<file path="config.mk">
export PLATFORM = sky130hd
export DESIGN_NAME = ea_calc_unit
export DESIGN_NICKNAME = d
export VERILOG_FILES = /design/src/rtl/ea_calc_pkg.sv /design/src/rtl/ea_mode_props.sv /design/src/rtl/ea_addr_unit.sv /design/src/rtl/ea_fetch_seq.sv /design/src/rtl/ea_calc_unit.sv
export SDC_FILE = /design/constraint.sdc
export NUM_CORES = 1
export LEC_CHECK = 0
export ABC_AREA = 1
export BUFFER_PORTS_ARGS = -buffer_cell sky130_fd_sc_hd__buf_2
export CAP_MARGIN = 15
export CORE_UTILIZATION = 55
export CTS_BUF_LIST = sky130_fd_sc_hd__clkbuf_8 sky130_fd_sc_hd__clkbuf_16
export DETAILED_ROUTE_END_ITERATION = 10
export PLACE_DENSITY = 0.89
export SLEW_MARGIN = 20
export SYNTH_ARGS = -nofsm -noshare
export SYNTH_HDL_FRONTEND = slang
export SYNTH_SLANG_ARGS = --single-unit
</file>
<file path="constraint.sdc">
create_clock -name clk -period 3 [get_ports clk]
set_input_delay 0.75 -clock clk [delete_from_list [all_inputs] [get_ports clk]]
set_output_delay 0.75 -clock clk [all_outputs]
set_load 0.05 [all_outputs]
</file>
<file path="src/rtl/ea_calc_pkg.sv">
package ea_calc_pkg;

  localparam int LEN_W = 2;
  localparam int CYC_W = 3;

  typedef enum logic [3:0] {
    AM_NONE   = 4'd0,
    AM_ACC    = 4'd1,
    AM_IMM    = 4'd2,
    AM_ZP     = 4'd3,
    AM_ZPX    = 4'd4,
    AM_ZPY    = 4'd5,
    AM_ABS    = 4'd6,
    AM_ABSX   = 4'd7,
    AM_ABSY   = 4'd8,
    AM_PREX   = 4'd9,
    AM_POSTY  = 4'd10,
    AM_JMPA   = 4'd11,
    AM_JMPI   = 4'd12,
    AM_BRANCH = 4'd13
  } amode_e;

  typedef enum logic [3:0] {
    ST_IDLE,
    ST_OP_LO,
    ST_OP_HI,
    ST_GET_LO,
    ST_GET_HI,
    ST_PTR_LO,
    ST_PTR_HI,
    ST_PTR_END,
    ST_DONE
  } fetch_st_e;

  typedef struct packed {
    logic [LEN_W-1:0] len;
    logic [CYC_W-1:0] base_cyc;
    logic [1:0]       n_op;
    logic             use_ptr;
    logic             pen_en;
  } mprops_t;

endpackage

</file>
<file path="src/rtl/ea_mode_props.sv">
module ea_mode_props
  import ea_calc_pkg::*;
(
  input  logic [3:0] mode_i,
  output mprops_t    props_o
);

  always_comb begin
    props_o.len      = LEN_W'(1);
    props_o.base_cyc = CYC_W'(2);
    props_o.n_op     = 2'd0;
    props_o.use_ptr  = 1'b0;
    props_o.pen_en   = 1'b0;
    case (amode_e'(mode_i))
      AM_IMM: begin
        props_o.len = LEN_W'(2);
      end
      AM_ZP: begin
        props_o.len      = LEN_W'(2);
        props_o.base_cyc = CYC_W'(3);
        props_o.n_op     = 2'd1;
      end
      AM_ZPX, AM_ZPY: begin
        props_o.len      = LEN_W'(2);
        props_o.base_cyc = CYC_W'(4);
        props_o.n_op     = 2'd1;
      end
      AM_ABS: begin
        props_o.len      = LEN_W'(3);
        props_o.base_cyc = CYC_W'(4);
        props_o.n_op     = 2'd2;
      end
      AM_ABSX, AM_ABSY: begin
        props_o.len      = LEN_W'(3);
        props_o.base_cyc = CYC_W'(4);
        props_o.n_op     = 2'd2;
        props_o.pen_en   = 1'b1;
      end
      AM_PREX: begin
        props_o.len      = LEN_W'(2);
        props_o.base_cyc = CYC_W'(6);
        props_o.n_op     = 2'd1;
        props_o.use_ptr  = 1'b1;
      end
      AM_POSTY: begin
        props_o.len      = LEN_W'(2);
        props_o.base_cyc = CYC_W'(5);
        props_o.n_op     = 2'd1;
        props_o.use_ptr  = 1'b1;
        props_o.pen_en   = 1'b1;
      end
      AM_JMPA: begin
        props_o.len      = LEN_W'(3);
        props_o.base_cyc = CYC_W'(3);
        props_o.n_op     = 2'd2;
      end
      AM_JMPI: begin
        props_o.len      = LEN_W'(3);
        props_o.base_cyc = CYC_W'(5);
        props_o.n_op     = 2'd2;
        props_o.use_ptr  = 1'b1;
      end
      AM_BRANCH: begin
        props_o.len  = LEN_W'(2);
        props_o.n_op = 2'd1;
      end
      default: ;
    endcase
  end

endmodule

</file>
<file path="src/rtl/ea_addr_unit.sv">
module ea_addr_unit
  import ea_calc_pkg::*;
#(
  parameter int DATA_W = 8,
  parameter int ADDR_W = 2 * DATA_W
) (
  input  amode_e              mode_i,
  input  logic [ADDR_W-1:0]   pc_i,
  input  logic [DATA_W-1:0]   x_i,
  input  logic [DATA_W-1:0]   y_i,
  input  logic [DATA_W-1:0]   op_lo_i,
  input  logic [DATA_W-1:0]   op_hi_i,
  input  logic [DATA_W-1:0]   ptr_lo_i,
  input  logic [DATA_W-1:0]   ptr_hi_i,
  output logic [ADDR_W-1:0]   ea_o,
  output logic                crossed_o
);

  localparam logic [DATA_W-1:0] PAGE0 = '0;

  logic [ADDR_W-1:0] opw, ptrw, x_w, y_w, rel_w;
  logic [DATA_W-1:0] zp_x, zp_y;

  assign opw   = {op_hi_i, op_lo_i};
  assign ptrw  = {ptr_hi_i, ptr_lo_i};
  assign x_w   = {PAGE0, x_i};
  assign y_w   = {PAGE0, y_i};
  assign rel_w = {{DATA_W{op_lo_i[DATA_W-1]}}, op_lo_i};
  assign zp_x  = op_lo_i + x_i;
  assign zp_y  = op_lo_i + y_i;

  always_comb begin
    ea_o      = '0;
    crossed_o = 1'b0;
    case (mode_i)
      AM_IMM:         ea_o = pc_i + ADDR_W'(1);
      AM_ZP:          ea_o = {PAGE0, op_lo_i};
      AM_ZPX:         ea_o = {PAGE0, zp_x};
      AM_ZPY:         ea_o = {PAGE0, zp_y};
      AM_ABS, AM_JMPA: ea_o = opw;
      AM_ABSX: begin
        ea_o      = opw + x_w;
        crossed_o = (ea_o[ADDR_W-1:DATA_W] != op_hi_i);
      end
      AM_ABSY: begin
        ea_o      = opw + y_w;
        crossed_o = (ea_o[ADDR_W-1:DATA_W] != op_hi_i);
      end
      AM_PREX, AM_JMPI: ea_o = ptrw;
      AM_POSTY: begin
        ea_o      = ptrw + y_w;
        crossed_o = (ea_o[ADDR_W-1:DATA_W] != ptr_hi_i);
      end
      AM_BRANCH:      ea_o = pc_i + ADDR_W'(2) + rel_w;
      default:        ea_o = '0;
    endcase
  end

endmodule

</file>
<file path="src/rtl/ea_fetch_seq.sv">
module ea_fetch_seq
  import ea_calc_pkg::*;
#(
  parameter int DATA_W = 8,
  parameter int ADDR_W = 2 * DATA_W
) (
  input  logic              clk,
  input  logic              rst_n,
  input  logic              req_valid,
  output logic              req_ready,
  input  logic [3:0]        req_mode,
  input  logic [ADDR_W-1:0] req_pc,
  input  logic [DATA_W-1:0] req_x,
  input  logic [DATA_W-1:0] req_y,
  input  mprops_t           req_props,
  output logic              mem_rd,
  output logic [ADDR_W-1:0] mem_addr,
  input  logic [DATA_W-1:0] mem_rdata,
  output logic              done,
  output amode_e            mode_q,
  output mprops_t           props_q,
  output logic [ADDR_W-1:0] pc_q,
  output logic [DATA_W-1:0] x_q,
  output logic [DATA_W-1:0] y_q,
  output logic [DATA_W-1:0] op_lo,
  output logic [DATA_W-1:0] op_hi,
  output logic [DATA_W-1:0] ptr_lo,
  output logic [DATA_W-1:0] ptr_hi
);

  localparam logic [DATA_W-1:0] ONE_B = DATA_W'(1);
  localparam logic [DATA_W-1:0] PAGE0 = '0;

  fetch_st_e         state;
  logic [ADDR_W-1:0] ptr_a;
  logic [DATA_W-1:0] prex_lo;

  assign prex_lo = op_lo + x_q;

  always_comb begin
    case (mode_q)
      AM_JMPI: ptr_a = {op_hi, op_lo};
      AM_PREX: ptr_a = {PAGE0, prex_lo};
      default: ptr_a = {PAGE0, op_lo};
    endcase
  end

  always_comb begin
    req_ready = (state == ST_IDLE);
    done      = (state == ST_DONE);
    mem_rd    = 1'b0;
    mem_addr  = '0;
    case (state)
      ST_OP_LO: begin
        mem_rd   = 1'b1;
        mem_addr = pc_q + ADDR_W'(1);
      end
      ST_OP_HI: begin
        mem_rd   = 1'b1;
        mem_addr = pc_q + ADDR_W'(2);
      end
      ST_PTR_LO: begin
        mem_rd   = 1'b1;
        mem_addr = ptr_a;
      end
      ST_PTR_HI: begin
        mem_rd   = 1'b1;
        mem_addr = {ptr_a[ADDR_W-1:DATA_W], ptr_a[DATA_W-1:0] + ONE_B};
      end
      default: ;
    endcase
  end

  always_ff @(posedge clk or negedge rst_n) begin
    if (!rst_n) begin
      state   <= ST_IDLE;
      mode_q  <= AM_NONE;
      props_q <= '0;
      pc_q    <= '0;
      x_q     <= '0;
      y_q     <= '0;
      op_lo   <= '0;
      op_hi   <= '0;
      ptr_lo  <= '0;
      ptr_hi  <= '0;
    end else begin
      case (state)
        ST_IDLE: begin
          if (req_valid) begin
            mode_q  <= amode_e'(req_mode);
            props_q <= req_props;
            pc_q    <= req_pc;
            x_q     <= req_x;
            y_q     <= req_y;
            op_lo   <= '0;
            op_hi   <= '0;
            ptr_lo  <= '0;
            ptr_hi  <= '0;
            state   <= (req_props.n_op == 2'd0) ? ST_DONE : ST_OP_LO;
          end
        end
        ST_OP_LO:   state <= (props_q.n_op == 2'd2) ? ST_OP_HI : ST_GET_LO;
        ST_OP_HI: begin
          op_lo <= mem_rdata;
          state <= ST_GET_HI;
        end
        ST_GET_LO: begin
          op_lo <= mem_rdata;
          state <= props_q.use_ptr ? ST_PTR_LO : ST_DONE;
        end
        ST_GET_HI: begin
          op_hi <= mem_rdata;
          state <= props_q.use_ptr ? ST_PTR_LO : ST_DONE;
        end
        ST_PTR_LO:  state <= ST_PTR_HI;
        ST_PTR_HI: begin
          ptr_lo <= mem_rdata;
          state  <= ST_PTR_END;
        end
        ST_PTR_END: begin
          ptr_hi <= mem_rdata;
          state  <= ST_DONE;
        end
        default:    state <= ST_IDLE;
      endcase
    end
  end


  done_single_chk: assert property (@(posedge clk) disable iff (!rst_n)
    done |=> !done);


  accept_busy_chk: assert property (@(posedge clk) disable iff (!rst_n)
    (req_valid && req_ready) |=> !req_ready);


  rd_busy_only_chk: assert property (@(posedge clk) disable iff (!rst_n)
    mem_rd |-> !req_ready);


  ptr_page_hold_chk: assert property (@(posedge clk) disable iff (!rst_n)
    (state == ST_PTR_HI) |-> (mem_addr[ADDR_W-1:DATA_W] == $past(mem_addr[ADDR_W-1:DATA_W])));

endmodule

</file>
<file path="src/rtl/ea_calc_unit.sv">
module ea_calc_unit
  import ea_calc_pkg::*;
#(
  parameter int DATA_W = 8,
  parameter int ADDR_W = 2 * DATA_W
) (
  input  logic              clk,
  input  logic              rst_n,
  input  logic              req_valid,
  output logic              req_ready,
  input  logic [3:0]        req_mode,
  input  logic [ADDR_W-1:0] req_pc,
  input  logic [DATA_W-1:0] req_x,
  input  logic [DATA_W-1:0] req_y,
  output logic              mem_rd,
  output logic [ADDR_W-1:0] mem_addr,
  input  logic [DATA_W-1:0] mem_rdata,
  output logic              res_valid,
  output logic [ADDR_W-1:0] res_ea,
  output logic [LEN_W-1:0]  res_len,
  output logic [CYC_W-1:0]  res_cycles
);

  mprops_t           req_props, props_q;
  amode_e            mode_q;
  logic [ADDR_W-1:0] pc_q;
  logic [DATA_W-1:0] x_q, y_q, op_lo, op_hi, ptr_lo, ptr_hi;
  logic              crossed;

  ea_mode_props u_props (
    .mode_i  (req_mode),
    .props_o (req_props)
  );

  ea_fetch_seq #(.DATA_W(DATA_W), .ADDR_W(ADDR_W)) u_seq (
    .clk       (clk),
    .rst_n     (rst_n),
    .req_valid (req_valid),
    .req_ready (req_ready),
    .req_mode  (req_mode),
    .req_pc    (req_pc),
    .req_x     (req_x),
    .req_y     (req_y),
    .req_props (req_props),
    .mem_rd    (mem_rd),
    .mem_addr  (mem_addr),
    .mem_rdata (mem_rdata),
    .done      (res_valid),
    .mode_q    (mode_q),
    .props_q   (props_q),
    .pc_q      (pc_q),
    .x_q       (x_q),
    .y_q       (y_q),
    .op_lo     (op_lo),
    .op_hi     (op_hi),
    .ptr_lo    (ptr_lo),
    .ptr_hi    (ptr_hi)
  );

  ea_addr_unit #(.DATA_W(DATA_W), .ADDR_W(ADDR_W)) u_addr (
    .mode_i    (mode_q),
    .pc_i      (pc_q),
    .x_i       (x_q),
    .y_i       (y_q),
    .op_lo_i   (op_lo),
    .op_hi_i   (op_hi),
    .ptr_lo_i  (ptr_lo),
    .ptr_hi_i  (ptr_hi),
    .ea_o      (res_ea),
    .crossed_o (crossed)
  );

  assign res_len    = props_q.len;
  assign res_cycles = props_q.base_cyc + CYC_W'(props_q.pen_en && crossed);


  len_range_chk: assert property (@(posedge clk) disable iff (!rst_n)
    res_valid |-> (res_len >= LEN_W'(1) && res_len <= LEN_W'(3)));


  zp_page0_chk: assert property (@(posedge clk) disable iff (!rst_n)
    (res_valid && (mode_q == AM_ZP || mode_q == AM_ZPX || mode_q == AM_ZPY))
      |-> (res_ea[ADDR_W-1:DATA_W] == '0));


  six_cycle_modes_chk: assert property (@(posedge clk) disable iff (!rst_n)
    (res_valid && res_cycles > CYC_W'(5)) |-> (mode_q == AM_PREX || mode_q == AM_POSTY));

endmodule

</file>
==> metrics, run 1 <==
pin count of the biggest net entering global routing 36; Initial Util roughly 57%; post-synth top area share around 27%; top post-synthesis cells by area dfrtp_1, nand2_1, nand3_1; worst endpoint type output port; Exit stage global routing; Main synth FF type dfrtp_1; RD Place Congestion 1.02; Top Ports 87; CTS Buf Count 9; EDFF count, synth 0; Syn Nets 1273; FP Rows 42; die width between 100 and 150 um; largest area contributor in the netlist dfrtp_1; most frequent cell after synthesis nand2_1; pre-CTS WS -0.591 ns; TritonCTS Sinks between 80 and 90; Netlist cell types slightly above 50; Halt Reason [ERROR GRT-0232] Routing congestion too high. Check the congestion heatmap in the GUI.; grt repair worst endpoint res_ea[11]; Placement Cell Area roughly 10000 um2; Tot GR Track Use around four fifths; post-DP HPWL 23200 um; IO Port Bufs 86; Synth top cells by count nand2_1, inv_1, nand3_1; Clock Root Buffer clkbuf_16; clock buffer depth 2; gr ovfl total 69; Die Ht between 100 and 150 um; post-synthesis sequential area ratio roughly 27%; Post-Synthesis Mean Instance Area between 6 and 7 um2; synthesis-stage register bit count slightly above 80; cells after synthesis around 1200; status aborted with a tool error; YS warnings 0; H-Tree Depth 3; placed cells approximately 1600; Mapped Area between 7000 and 8000 um2; Async S/R FF share, synth 100%
## through the flow
step	util [%]	setup TNS, ns
after CTS	84.1	-11.04
after detailed placement	74.7	-6.95
after global placement	74.7	-5.31
after floorplan	-	-1.71
## logic make-up after synthesis
| group | synth area share [%] |
|---|---|
| AND/OR/NAND/NOR | 35.5 |
| AO/OA/AOI/OAI | 16.6 |
| buffers and inverters | 9.16 |
| flip-flops | 26.8 |
| adder cells (fa/ha/maj) | 8.34 |
| XOR/XNOR | 3.59 |
## per-layer routing
| metal | track usage [%] | GRT overflow |
|---|---|---|
| met4 | 79.2 | 32 |
| met1 | 78.0 | 0 |
| met2 | 93.8 | 35 |
| met5 | 21.7 | 1 |
| met3 | 64.8 | 1 |
## repair_timing
action	4_1_cts
endpoints found under the setup margin	33
cloned	0
hold buffers	0
gates resized for setup	193
setup buffers	27
pin swaps	55
==> run 2, diff against run 1 <==
CORE_UTILIZATION = 40   (was 55)
CTS_BUF_LIST = default   (was sky130_fd_sc_hd__clkbuf_8 sky130_fd_sc_hd__clkbuf_16)
PLACE_DENSITY = default   (was 0.89)
PLACE_DENSITY_LB_ADDON = 0.15   (was default)
clock period = 3.9 ns   (was 3 ns; I/O delays follow)
==> run 2 against run 1 <==
Net effect:
- the flow now finishes, with violations (setup timing)
- synthesized cell count stayed put
- synthesized area stayed put
==> metrics, run 2 <==
total core area ~18000 um2; Pint about 3.8 mW; Initial Util 41.5% (-15 points); IO Port Bufs 86 (unchanged); Fin. Hold Viols 0; NetSw between 4 and 5 mW; Leak Pwr about 4.8 nW; max_cap viols 0; crit path DAT just under 3 ns; die area just under 20000 um2; WHS slightly below 0.5 ns; YS warnings 0 (unchanged); cells after synthesis 1178 (unchanged); die width 139 um (+17%); Syn Nets 1273 (unchanged); final cell count without fillers around 1600; via-per-instance ratio about 5.5; final wirelength roughly 29000 um; RD Place Congestion 0.956 (-5.9%); area grow syn2layout 28.7%; slowest library cell on the worst path dfrtp_1; total power approximately 8.5 mW; Top cell by count, worst path buf_4; initial antenna violation count 0; FP Rows 49 (+17%); Rel. slew slack between 40 and 50%; via count approximately 8500; synthesis-stage register bit count 81 (unchanged); Worst-Margin Slew between 0.8 and 0.9 ns; WS Path Type flip-flop to primary output; DR DRC count 0; EDFF count, synth 0 (unchanged); combinational share of power between 60 and 70%; CTS Buf Count 9 (unchanged); setup violators final 3; Mapped Area 7560 um2 (unchanged); violated checks setup timing; post-synthesis sequential area ratio 26.8% (unchanged); Tot GR Track Use around 30%; Synth top cells by count nand2_1, inv_1, nand3_1; pre-CTS WS 0.0581 ns (+0.650 ns); post-DP HPWL 22100 um (-4.6%); pin count of the biggest net entering global routing slightly above 60; Worst path top cell family by delay simple AND/OR/NAND/NOR gates; status finished with violations; number of global-route vias before repair around 8000; Largest Register u_seq.pc_q; hold_buf cts 0 (unchanged); Iter 0 DRT Violations roughly 770; worst endpoint required time roughly 2.9 ns; Die Ht 139 um (+17%); Worst setup SP type flip-flop; Worst VDD drop between 0.6 and 0.7 mV; CP max FO 3; final core utilization a little over half; placed cells 1513 (-7.0%); first-pass GRT wire length about 44000 um; Switching Share 55.6%; Worst Hold Class flip-flop to flip-flop; most frequent cells in the layout nand2_1, inv_1, nand3_1; biggest regs u_seq.pc_q: 16 flops, u_seq.props_q: 9 flops; clock buffer depth 2 (unchanged); worst stage delay on the critical path approximately 0.38 ns; Initial DRT Pass Iterations 6; Main synth FF type dfrtp_1; crit path cell chain buf_4, inv_1, nor2_2, inv_1, nor2_1, buf_4, xor2_2, ha_1, buf_4, buf_4, nand2_1, nor2_1, nand3_1, nand3_2, or2_4, nand3_2, nand3_2, buf_6; largest area contributor in the netlist dfrtp_1; Worst setup EP type primary output; fmax approximately 250 MHz; Reg power frac between 10% and 20%; gr ovfl total 0; RSZ-0062 raised after global routing true; TritonCTS clock tree yes; Slew Limit Fails 0; Layout Skew ~0.0044 ns; most frequent cell after synthesis nand2_1; CP bufs+invs 7; Final WS setup -0.0587 ns; worst skew pair latency 0.36 ns; Final ANT Viol Nets 0; TritonCTS Sinks 81 (unchanged); Placement Cell Area 8490 um2 (-15%); period utilization 102%; Clock Root Buffer clkbuf_16; max FFs per register 16; H-Tree Depth 3 (unchanged); Clock power frac a little under an eighth; clk slew on worst S/H paths ~0.07 ns; drt wl/cell between 15 and 20 um; Power Density roughly 870 nW/um2; Finished Cell Area slightly below 10000 um2; sum of negative setup slack -0.122 ns; share of layout cells above drive strength 1 ~24%; Top Ports 87 (unchanged); post-synth top area share 26.8% (unchanged); Fill cells between 1500 and 2000; top post-synthesis cells by area dfrtp_1, nand2_1, nand3_1; Netlist cell types 51 (unchanged); Post-Synthesis Mean Instance Area 6.42 um2 (unchanged); commonest non-fill, non-tap cell in the layout nand2_1; Tmin final between 3 and 4 ns; Async S/R FF share, synth 100% (unchanged); NumNets Final ~1400
run 2: power groups by stage:
stage / clock (mW) / combinational [mW] / sequential [mW]
floorplan: 0 / 3.65 / 1.45
global placement: 0 / 4.99 / 1.58
detailed placement: 0 / 5.01 / 1.58
CTS: 0.984 / 5.36 / 1.60
global route: 1.03 / 6.34 / 1.68
finish: 0.975 / 5.88 / 1.64
run 2: timing repair:
action,CTS,global route
setup endpoints to repair,15,16
pin swaps,29,26
gates resized for setup,83,100
setup buffers,12,11
run 2: worst paths after layout:
check	slack, ns	depth (start not counted)	endpoint	start
hold / removal	0.49	2	u_seq.props_q[7]	u_seq.props_q[7]
max in group asynchronous	2.42	2	u_seq.op_lo[0]	rst_n
setup reg to reg	1.73	8	u_seq.pc_q[10]	u_seq.state[0]
min in group asynchronous	0.72	1	u_seq.pc_q[15]	rst_n
hold reg to reg	0.49	2	u_seq.props_q[7]	u_seq.props_q[7]
setup / recovery	-0.06	18	res_ea[10]	u_seq.pc_q[1]
run 2: area by class of cell:
type | count | area, um2 | share of cell area, %
Multi-Input combinational cell | 920 | 5480 | 56.3
Sequential cell | 81 | 2040 | 20.9
Timing Repair Buffer | 154 | 1030 | 10.6
Inverter | 152 | 571 | 5.86
Tap cell | 229 | 287 | 2.95
Clock buffer | 9 | 225 | 2.32
Clock inverter | 7 | 98.8 | 1.02
Antenna cell | 1 | 2.50 | 0.0257
run 2: worst register-to-register path: cells and delay by family, from the launching register on:
kind	cells	cell delay [ns]
compound gates	1	0.09
buf+inv	3	1.05
flops	1	0.43
simple gates	4	0.51
run 2: cells by family after synthesis:
kind of cell    after synthesis  share of synthesized area, %
xor+xnor                     31                          3.59
compound gates              213                          16.6
buf+inv                     177                          9.16
fa+ha+maj                    48                          8.34
flops                        81                          26.8
simple gates                628                          35.5
run 2: per-layer routing:
layer  global-route usage (%)  up-vias  part of all wire (%)  routed length, um
met1                     40.2     3961                    45              12800
met3                     3.96       54                   5.9               1710
li1                         -     4200                     -                  -
met2                     46.9      301                    47              13400
met5                        0        -                     0                  0
met4                     12.5        0                   2.8                803
No activity file was read; power rests on OpenSTA's default activity.
